[config.mk]
export PLATFORM = sky130hd
export DESIGN_NAME = rtc_init_seq
export DESIGN_NICKNAME = d
export VERILOG_FILES = /design/src/rtl/rtc_init_pkg.sv /design/src/rtl/rtc_ms_tick.sv /design/src/rtl/rtc_tick_timer.sv /design/src/rtl/rtc_bus_port.sv /design/src/rtl/rtc_init_seq.sv
export SDC_FILE = /design/constraint.sdc
export NUM_CORES = 1
export LEC_CHECK = 0
export ABC_AREA = 1
export BUFFER_PORTS_ARGS = -buffer_cell sky130_fd_sc_hd__buf_2
export CAP_MARGIN = 20
export CORE_ASPECT_RATIO = 1.75
export CORE_MARGIN = 2
export CORE_UTILIZATION = 28
export CTS_CLUSTER_SIZE = 12
export DETAILED_ROUTE_END_ITERATION = 7
export GPL_TIMING_DRIVEN = 0
export PLACE_DENSITY_LB_ADDON = 0.12
export SKIP_CTS_REPAIR_TIMING = 1
export SLEW_MARGIN = 10
export SYNTH_ARGS = -nofsm -noshare
export SYNTH_HDL_FRONTEND = slang
export SYNTH_SLANG_ARGS = --single-unit
[constraint.sdc]
create_clock -name clk -period 1.7 [get_ports clk]
set_input_delay 0.17 -clock clk [delete_from_list [all_inputs] [get_ports clk]]
set_output_delay 0.17 -clock clk [all_outputs]
set_load 0.05 [all_outputs]
[src/rtl/rtc_init_pkg.sv]
package rtc_init_pkg;
  localparam int BANK_W     = 3;
  localparam int ADDR_W     = 4;
  localparam int DATA_W     = 8;
  localparam int SCRIPT_LEN = 6;
  localparam int STEP_W     = $clog2(SCRIPT_LEN);

  // test/reset control location; only script step 1 may set its top bit
  localparam logic [BANK_W-1:0] TEST_BANK = 3'd3;
  localparam logic [ADDR_W-1:0] TEST_ADDR = 4'hF;
  localparam int                TEST_BIT  = 7;
  localparam logic [BANK_W-1:0] CFG_BANK  = 3'd5;

  typedef enum logic [3:0] {
    ST_PWR_WAIT,
    ST_DUMMY_GO,
    ST_DUMMY_WT,
    ST_FLAG_GO,
    ST_FLAG_WT,
    ST_CLR_GO,
    ST_CLR_WT,
    ST_SCR_GO,
    ST_SCR_WT,
    ST_RST_WAIT,
    ST_DONE
  } seq_state_e;

  typedef struct packed {
    logic [BANK_W-1:0] bank;
    logic [ADDR_W-1:0] addr;
    logic [DATA_W-1:0] data;
  } reg_access_t;

  // reset script; the order is part of the behaviour
  function automatic reg_access_t script_step(input logic [STEP_W-1:0] idx);
    reg_access_t s;
    case (idx)
      3'd0:    s = '{bank: TEST_BANK, addr: 4'h2, data: 8'h00};
      3'd1:    s = '{bank: TEST_BANK, addr: TEST_ADDR, data: 8'h80};
      3'd2:    s = '{bank: CFG_BANK, addr: 4'h0, data: 8'h6C};
      3'd3:    s = '{bank: CFG_BANK, addr: 4'h1, data: 8'h03};
      3'd4:    s = '{bank: CFG_BANK, addr: 4'h2, data: 8'h10};
      default: s = '{bank: CFG_BANK, addr: 4'h3, data: 8'h20};
    endcase
    return s;
  endfunction
endpackage

[src/rtl/rtc_ms_tick.sv]
module rtc_ms_tick #(
  parameter int DIV = 1000
) (
  input  logic clk,
  input  logic rst_n,
  input  logic clr,
  output logic tick
);
  localparam int CW = (DIV > 1) ? $clog2(DIV) : 1;
  localparam logic [CW-1:0] LAST = CW'(DIV - 1);

  logic [CW-1:0] cnt;

  always_ff @(posedge clk or negedge rst_n) begin
    if (!rst_n)                    cnt <= '0;
    else if (clr || cnt == LAST)   cnt <= '0;
    else                           cnt <= cnt + 1'b1;
  end

  assign tick = (cnt == LAST) && !clr;

  generate
    if (DIV > 1) begin : g_spacing_chk
      // ticks are never back to back, so a wait cannot collapse
      p_tick_spacing_r2: assert property (@(posedge clk) disable iff (!rst_n)
        tick |=> !tick);
    end
  endgenerate
endmodule

[src/rtl/rtc_tick_timer.sv]
module rtc_tick_timer #(
  parameter int MAX_TICKS = 41,
  localparam int W = $clog2(MAX_TICKS + 1)
) (
  input  logic         clk,
  input  logic         rst_n,
  input  logic         clr,
  input  logic         tick,
  output logic [W-1:0] count
);
  localparam logic [W-1:0] TOP = W'(MAX_TICKS);

  always_ff @(posedge clk or negedge rst_n) begin
    if (!rst_n)                    count <= '0;
    else if (clr)                  count <= '0;
    else if (tick && count != TOP) count <= count + 1'b1;
  end

  p_count_hold_r11: assert property (@(posedge clk) disable iff (!rst_n)
    (!tick && !clr) |=> $stable(count));
  p_count_bound_r2: assert property (@(posedge clk) disable iff (!rst_n)
    count <= TOP);
endmodule

[src/rtl/rtc_bus_port.sv]
module rtc_bus_port
  import rtc_init_pkg::*;
(
  input  logic              clk,
  input  logic              rst_n,
  input  logic              go,
  input  logic              go_we,
  input  logic [BANK_W-1:0] go_bank,
  input  logic [ADDR_W-1:0] go_addr,
  input  logic [DATA_W-1:0] go_wdata,
  output logic              bus_req,
  output logic              bus_we,
  output logic [BANK_W-1:0] bus_bank,
  output logic [ADDR_W-1:0] bus_addr,
  output logic [DATA_W-1:0] bus_wdata,
  input  logic              bus_ack,
  input  logic [DATA_W-1:0] bus_rdata,
  output logic              xfer_done,
  output logic [DATA_W-1:0] rdata_q
);
  always_ff @(posedge clk or negedge rst_n) begin
    if (!rst_n) begin
      bus_req   <= 1'b0;
      bus_we    <= 1'b0;
      bus_bank  <= '0;
      bus_addr  <= '0;
      bus_wdata <= '0;
      xfer_done <= 1'b0;
      rdata_q   <= '0;
    end else begin
      xfer_done <= 1'b0;
      if (bus_req) begin
        if (bus_ack) begin
          bus_req   <= 1'b0;
          xfer_done <= 1'b1;
          rdata_q   <= bus_rdata;
        end
      end else if (go) begin
        bus_req   <= 1'b1;
        bus_we    <= go_we;
        bus_bank  <= go_bank;
        bus_addr  <= go_addr;
        bus_wdata <= go_wdata;
      end
    end
  end

  p_hold_fields_r10: assert property (@(posedge clk) disable iff (!rst_n)
    (bus_req && !bus_ack) |=> (bus_req && $stable(bus_we) && $stable(bus_bank)
                               && $stable(bus_addr) && $stable(bus_wdata)));
  p_drop_after_ack_r10: assert property (@(posedge clk) disable iff (!rst_n)
    (bus_req && bus_ack) |=> !bus_req);
  p_idle_gap_r10: assert property (@(posedge clk) disable iff (!rst_n)
    $fell(bus_req) |=> !bus_req);
  p_go_when_idle_r10: assert property (@(posedge clk) disable iff (!rst_n)
    go |-> (!bus_req && !xfer_done));
endmodule

[src/rtl/rtc_init_seq.sv]
module rtc_init_seq
  import rtc_init_pkg::*;
#(
  parameter int                CLK_HZ     = 50_000_000,
  parameter int                POWERUP_MS = 40,
  parameter int                RESET_MS   = 2,
  parameter logic [BANK_W-1:0] FLAG_BANK  = 3'd0,
  parameter logic [ADDR_W-1:0] FLAG_ADDR  = 4'hE,
  parameter int                FLAG_BIT   = 1,
  parameter logic [BANK_W-1:0] DUMMY_BANK = 3'd0,
  parameter logic [ADDR_W-1:0] DUMMY_ADDR = 4'h0
) (
  input  logic              clk,
  input  logic              rst_n,
  input  logic              start,
  input  logic              fast_mode,
  output logic              bus_req,
  output logic              bus_we,
  output logic [BANK_W-1:0] bus_bank,
  output logic [ADDR_W-1:0] bus_addr,
  output logic [DATA_W-1:0] bus_wdata,
  input  logic [DATA_W-1:0] bus_rdata,
  input  logic              bus_ack,
  output logic              busy,
  output logic              done,
  output logic              vlf_seen
);
  localparam int TICK_DIV  = CLK_HZ / 1000;
  localparam int PWR_TICKS = POWERUP_MS + 1;
  localparam int RST_TICKS = RESET_MS + 1;
  localparam int TMAX      = (PWR_TICKS > RST_TICKS) ? PWR_TICKS : RST_TICKS;
  localparam int TW        = $clog2(TMAX + 1);
  localparam logic [TW-1:0]     PWR_T     = TW'(PWR_TICKS);
  localparam logic [TW-1:0]     RST_T     = TW'(RST_TICKS);
  localparam logic [STEP_W-1:0] LAST_STEP = STEP_W'(SCRIPT_LEN - 1);
  localparam logic [DATA_W-1:0] FLAG_MASK = DATA_W'(1) << FLAG_BIT;

  seq_state_e        st, nxt;
  logic [STEP_W-1:0] step;
  logic              fast_q;
  logic              clr_tmr, tick, restart, step_inc;
  logic [TW-1:0]     elapsed;
  logic              go, go_we;
  logic [BANK_W-1:0] go_bank;
  logic [ADDR_W-1:0] go_addr;
  logic [DATA_W-1:0] go_wdata;
  logic              xfer_done;
  logic [DATA_W-1:0] rdata_q;
  logic              flag_one;
  reg_access_t       cur;

  rtc_ms_tick #(.DIV(TICK_DIV)) u_tick (
    .clk(clk), .rst_n(rst_n), .clr(clr_tmr), .tick(tick)
  );

  rtc_tick_timer #(.MAX_TICKS(TMAX)) u_timer (
    .clk(clk), .rst_n(rst_n), .clr(clr_tmr), .tick(tick), .count(elapsed)
  );

  rtc_bus_port u_port (
    .clk(clk), .rst_n(rst_n),
    .go(go), .go_we(go_we), .go_bank(go_bank), .go_addr(go_addr), .go_wdata(go_wdata),
    .bus_req(bus_req), .bus_we(bus_we), .bus_bank(bus_bank), .bus_addr(bus_addr),
    .bus_wdata(bus_wdata), .bus_ack(bus_ack), .bus_rdata(bus_rdata),
    .xfer_done(xfer_done), .rdata_q(rdata_q)
  );

  assign cur      = script_step(step);
  assign flag_one = rdata_q[FLAG_BIT];
  assign restart  = (st == ST_DONE) && start;

  always_comb begin
    nxt      = st;
    go       = 1'b0;
    go_we    = 1'b0;
    go_bank  = DUMMY_BANK;
    go_addr  = DUMMY_ADDR;
    go_wdata = '0;
    clr_tmr  = 1'b0;
    step_inc = 1'b0;
    case (st)
      ST_PWR_WAIT: if (fast_q || elapsed >= PWR_T) nxt = ST_DUMMY_GO;
      ST_DUMMY_GO: begin go = 1'b1; nxt = ST_DUMMY_WT; end
      ST_DUMMY_WT: if (xfer_done) nxt = ST_FLAG_GO;
      ST_FLAG_GO: begin
        go = 1'b1; go_bank = FLAG_BANK; go_addr = FLAG_ADDR; nxt = ST_FLAG_WT;
      end
      ST_FLAG_WT: if (xfer_done) begin
        if (flag_one && fast_q && elapsed < PWR_T) nxt = ST_CLR_GO;
        else                                       nxt = ST_SCR_GO;
      end
      ST_CLR_GO: begin
        go = 1'b1; go_we = 1'b1; go_bank = FLAG_BANK; go_addr = FLAG_ADDR;
        go_wdata = rdata_q & ~FLAG_MASK;
        nxt = ST_CLR_WT;
      end
      ST_CLR_WT: if (xfer_done) nxt = ST_FLAG_GO;
      ST_SCR_GO: begin
        go = 1'b1; go_we = 1'b1; go_bank = cur.bank; go_addr = cur.addr;
        go_wdata = cur.data;
        nxt = ST_SCR_WT;
      end
      ST_SCR_WT: if (xfer_done) begin
        if (step == LAST_STEP) begin nxt = ST_RST_WAIT; clr_tmr = 1'b1; end
        else begin nxt = ST_SCR_GO; step_inc = 1'b1; end
      end
      ST_RST_WAIT: if (elapsed >= RST_T) nxt = ST_DONE;
      ST_DONE: if (start) begin nxt = ST_PWR_WAIT; clr_tmr = 1'b1; end
      default: nxt = ST_PWR_WAIT;
    endcase
  end

  always_ff @(posedge clk or negedge rst_n) begin
    if (!rst_n) begin
      st       <= ST_PWR_WAIT;
      step     <= '0;
      vlf_seen <= 1'b0;
    end else begin
      st <= nxt;
      if (restart)       step <= '0;
      else if (step_inc) step <= step + 1'b1;
      if (restart)                                       vlf_seen <= 1'b0;
      else if (st == ST_FLAG_WT && xfer_done && flag_one) vlf_seen <= 1'b1;
    end
  end

  // mode is captured while in reset and on an accepted restart
  always_ff @(posedge clk) begin
    if (!rst_n || restart) fast_q <= fast_mode;
  end

  assign done = (st == ST_DONE);
  assign busy = !done;

  p_no_early_access_r2: assert property (@(posedge clk) disable iff (!rst_n)
    (bus_req && !fast_q) |-> elapsed >= PWR_T);
  p_dummy_is_read_r3: assert property (@(posedge clk) disable iff (!rst_n)
    (bus_req && st == ST_DUMMY_WT) |-> (!bus_we && bus_bank == DUMMY_BANK && bus_addr == DUMMY_ADDR));
  p_seen_sticky_r4: assert property (@(posedge clk) disable iff (!rst_n)
    (vlf_seen && !restart) |=> vlf_seen);
  p_flag_write_fast_only_r6: assert property (@(posedge clk) disable iff (!rst_n)
    (bus_req && bus_we && bus_bank == FLAG_BANK && bus_addr == FLAG_ADDR)
      |-> (fast_q && !bus_wdata[FLAG_BIT]));
  p_testbit_once_r9: assert property (@(posedge clk) disable iff (!rst_n)
    (bus_req && bus_we && bus_bank == TEST_BANK && bus_addr == TEST_ADDR && bus_wdata[TEST_BIT])
      |-> step == STEP_W'(1));
  p_quiet_settle_r11: assert property (@(posedge clk) disable iff (!rst_n)
    (st == ST_RST_WAIT) |-> !bus_req);
  p_done_idle_r12: assert property (@(posedge clk) disable iff (!rst_n)
    done |-> !bus_req);
  p_restart_clears_r12: assert property (@(posedge clk) disable iff (!rst_n)
    restart |=> (!vlf_seen && !done));
endmodule

==> metrics.md <==
| Metric | Value |
|---|---|
| Total wire length | `~7.4 mm` |
| DR iter-0 viols | `between 80 and 90` |
| Yosys reg bits | `56` |
| Max Clk Rate | `0.629 GHz` |
| Post-DP HPWL | `about 5.6 mm` |
| Power, Total | `approximately 6000 uW` |
| Slew Limit Fails | `0` |
| Antenna Violating Nets Remaining | `0` |
| Gr usage total | `between 10% and 20%` |
| Critical Path End | `u_tick.cnt[12]$_DFF_PN0_` |
| Die ar. | `12000 sq um` |
| Ports | `33` |
| TritonCTS Buffers | `5` |
| RSZ-0062 raised after global routing | `true` |
| Vias in the first global route | `~2700` |
| WL/cell | `roughly 13 microns` |
| Initial antenna violation count | `0` |
| CTS max path bufs | `2` |
| Antenna Cells | `0` |
| Crit path arrival time | `roughly 1.8 ns` |
| First-pass GRT wire length | `12.9 mm` |
| Crit Path Category | `reg2reg` |
| CP Launch Type | `register` |
| CORE AREA | `10800 sq um` |
| Final period utilization | `93.6%` |
| Synth top area cells | `dfrtp_1 (44%), nand2_1 (13%), inv_1 (6.3%)` |
| Drt pass-1 iters | `4` |
| Worst reg2reg path endpoint | `u_tick.cnt[12]$_DFF_PN0_` |
| Syn_nets | `411` |
| Total grt overflow | `0` |
| Die width | `~84 microns` |
| Flop2flop setup slack | `0.11 ns` |
| Final WS setup | `0.109 ns` |
| Fillcell total | `between 1000 and 1500` |
| Syn-to-layout area delta | `18.0%` |
| Port bufs | `32` |
| Post-synthesis cell type count | `38` |
| TritonCTS clock tree | `done` |
| Slew @ Worst Pin | `about 0.75 ns` |
| Via density | `roughly 4.6` |
| Max-cap viol count | `0` |
| DRC errors left | `0` |
| Starting density of the core | `between 20% and 30%` |
| Num rows | `50` |
| Avg Cell Area, Syn | `about 8.0 sq um` |
| Mapped cell area | `3100 sq um` |
| Setup crit end kind | `register` |
| Cell Pwr Density | `roughly 1600 nW/um^2` |
| Share of cells above drive strength 1 | `between 10% and 20%` |
| H-tree depth | `2` |
| Hold Crit Class | `in2reg` |
| Final core utilization | `around a third` |
| Most common cell after layout, fill and taps aside | `nand2_1` |
| Synth top area share | `between 40% and 50%` |
| Critical R2R Launch | `u_tick.cnt[0]$_DFF_PN0_` |
| Final Hold Fails | `0` |
| CP startpoint | `u_tick.cnt[0]$_DFF_PN0_` |
| Worst Clk Skew | `0.00456 ns` |
| Max Fanout on Critical Path | `10` |
| Worst-skew pair later-pin latency | `0.29 ns` |
| Flip-flop and latch area | `1410 sq um` |
| Pin count of the biggest net entering global routing | `between 50 and 60` |
| Die H | `~140 microns` |
| Worst VDD drop | `approximately 0.77 mV` |
| Leakage power | `between 0.0015 and 0.002 uW` |
| Status | `finished clean` |
| Post-Syn Instances | `around 390` |
| Crit path time final | `between 1.5 and 2 ns` |
| Final setup fails | `0` |
| Pre-CTS setup slack | `-0.0178 ns` |
| Yosys top cell by area | `dfrtp_1` |
| Worst R2R Path Depth | `7` |
| Setup tns final | `0 ns` |
| Vias post-DR | `between 2000 and 3000` |
| Multi-input gate area | `1440 sq um` |
| Worst-path clk slew | `around 0.070 ns` |
| Final nets | `454` |
| CTS sink cnt | `56` |
| Most frequent cells in the layout | `nand2_1 (110), dfrtp_1 (55), inv_1 (51)` |
| Headroom to the max-slew limit | `between 50% and 60%` |
| Cell chosen for the clock root | `clkbuf_16` |
| Synth warn | `0` |
| Register area share after synthesis | `45.3%` |
| Final GP Congestion | `a little over 0.8` |
| Critical Path RT | `around 1.9 ns` |
==> worst max-delay path, cell delays in order (launching register included) <==
cell	delay (ns)
dfrtp_1	0.41
ha_2	0.26
nand3_4	0.13
clkinv_4	0.08
nand3_4	0.07
o21ai_4	0.27
buf_8	0.20
nor2_2	0.05
==> routing by layer <==
layer / up-vias / wire [microns] / track usage (%)
met2: 39 / 4290 / 26.9
li1: 1302 / - / -
met4: 0 / 195 / 5.60
met5: - / 0 / 0
met1: 1212 / 2750 / 13.5
met3: 13 / 184 / 2.02
==> Yosys cell counts (all sizes together) <==
cell,number
nand2,112
nor2,57
inv,56
dfrtp,55
nand3,24
o21ai,18
nor3,11
ha,9
xor2,9
nand4,8
a21oi,7
a2bb2oi,3
buf,3
clkbuf,2
clkinv,2
nand3b,2
o211ai,2
o311ai,2
a21o,1
a31oi,1
edfxtp,1
nor3b,1
o21a,1
o22ai,1
xnor2,1
==> flip-flops by register name, summed over array words and instances, names as in the netlist <==
name	flops
st	4
vlf_seen	1
u_port.bus_wdata	8
u_port.bus_addr	3
step	3
u_port.bus_bank	3
u_tick.cnt	16
u_port.bus_req	1
u_timer.count	6
u_port.bus_we	1
fast_q	1
u_port.xfer_done	1
u_port.rdata_q	8
==> how the worst min path moves through the flow <==
stage	start	end	slack, ns	cells after the start
6_report	fast_mode	fast_q$_DFFE_PP_	0.05	1
5_1_grt	fast_mode	fast_q$_DFFE_PP_	0.03	1
4_1_cts	rst_n	u_port.rdata_q[0]$_DFFE_PN0P_	-0.03	1
3_5_place_dp	rst_n	u_port.rdata_q[0]$_DFFE_PN0P_	0.29	1
3_3_place_gp	fast_mode	fast_q$_DFFE_PP_	0.35	1
2_1_floorplan	rst_n	st[0]$_DFFE_PN0P_	-0.13	0
==> through the flow <==
| stage | cells | area (sq um) | hold WS, ns |
|---|---|---|---|
| CTS | 558 | 3620 | -0.0283 |
| global route | 562 | 3660 | 0.0344 |
| global placement | 551 | 3430 | 0.350 |
| finish | 562 | 3660 | 0.0458 |
| detailed placement | 551 | 3440 | 0.295 |
| floorplan | 389 | 3110 | -0.126 |
==> power breakdown <==
group          switching [uW]  leakage (uW)  internal [uW]
Clock                     482     0.0000899            837
Combinational            1820       0.00105            776
Sequential                317      0.000720           1750
Total                    2620       0.00186           3370
==> final cells by class <==
class | count | area share [%]
repair buffers | 36 | 5.33
inverters | 58 | 6.19
clock buffers | 5 | 3.42
flip-flops and latches | 56 | 38.4
clock inverters | 2 | 1.64
well taps | 130 | 4.44
multi-input cells | 270 | 39.4
plain buffers | 5 | 1.13
==> logic make-up after synthesis <==
group / share of synthesized area [%]
AND/OR/NAND/NOR: 32.1
flip-flops: 45.3
XOR/XNOR: 2.82
AO/OA/AOI/OAI: 7.67
buffers and inverters: 8.39
adder cells (fa/ha/maj): 3.63
Note: power is estimated with default switching activity, not from simulation.
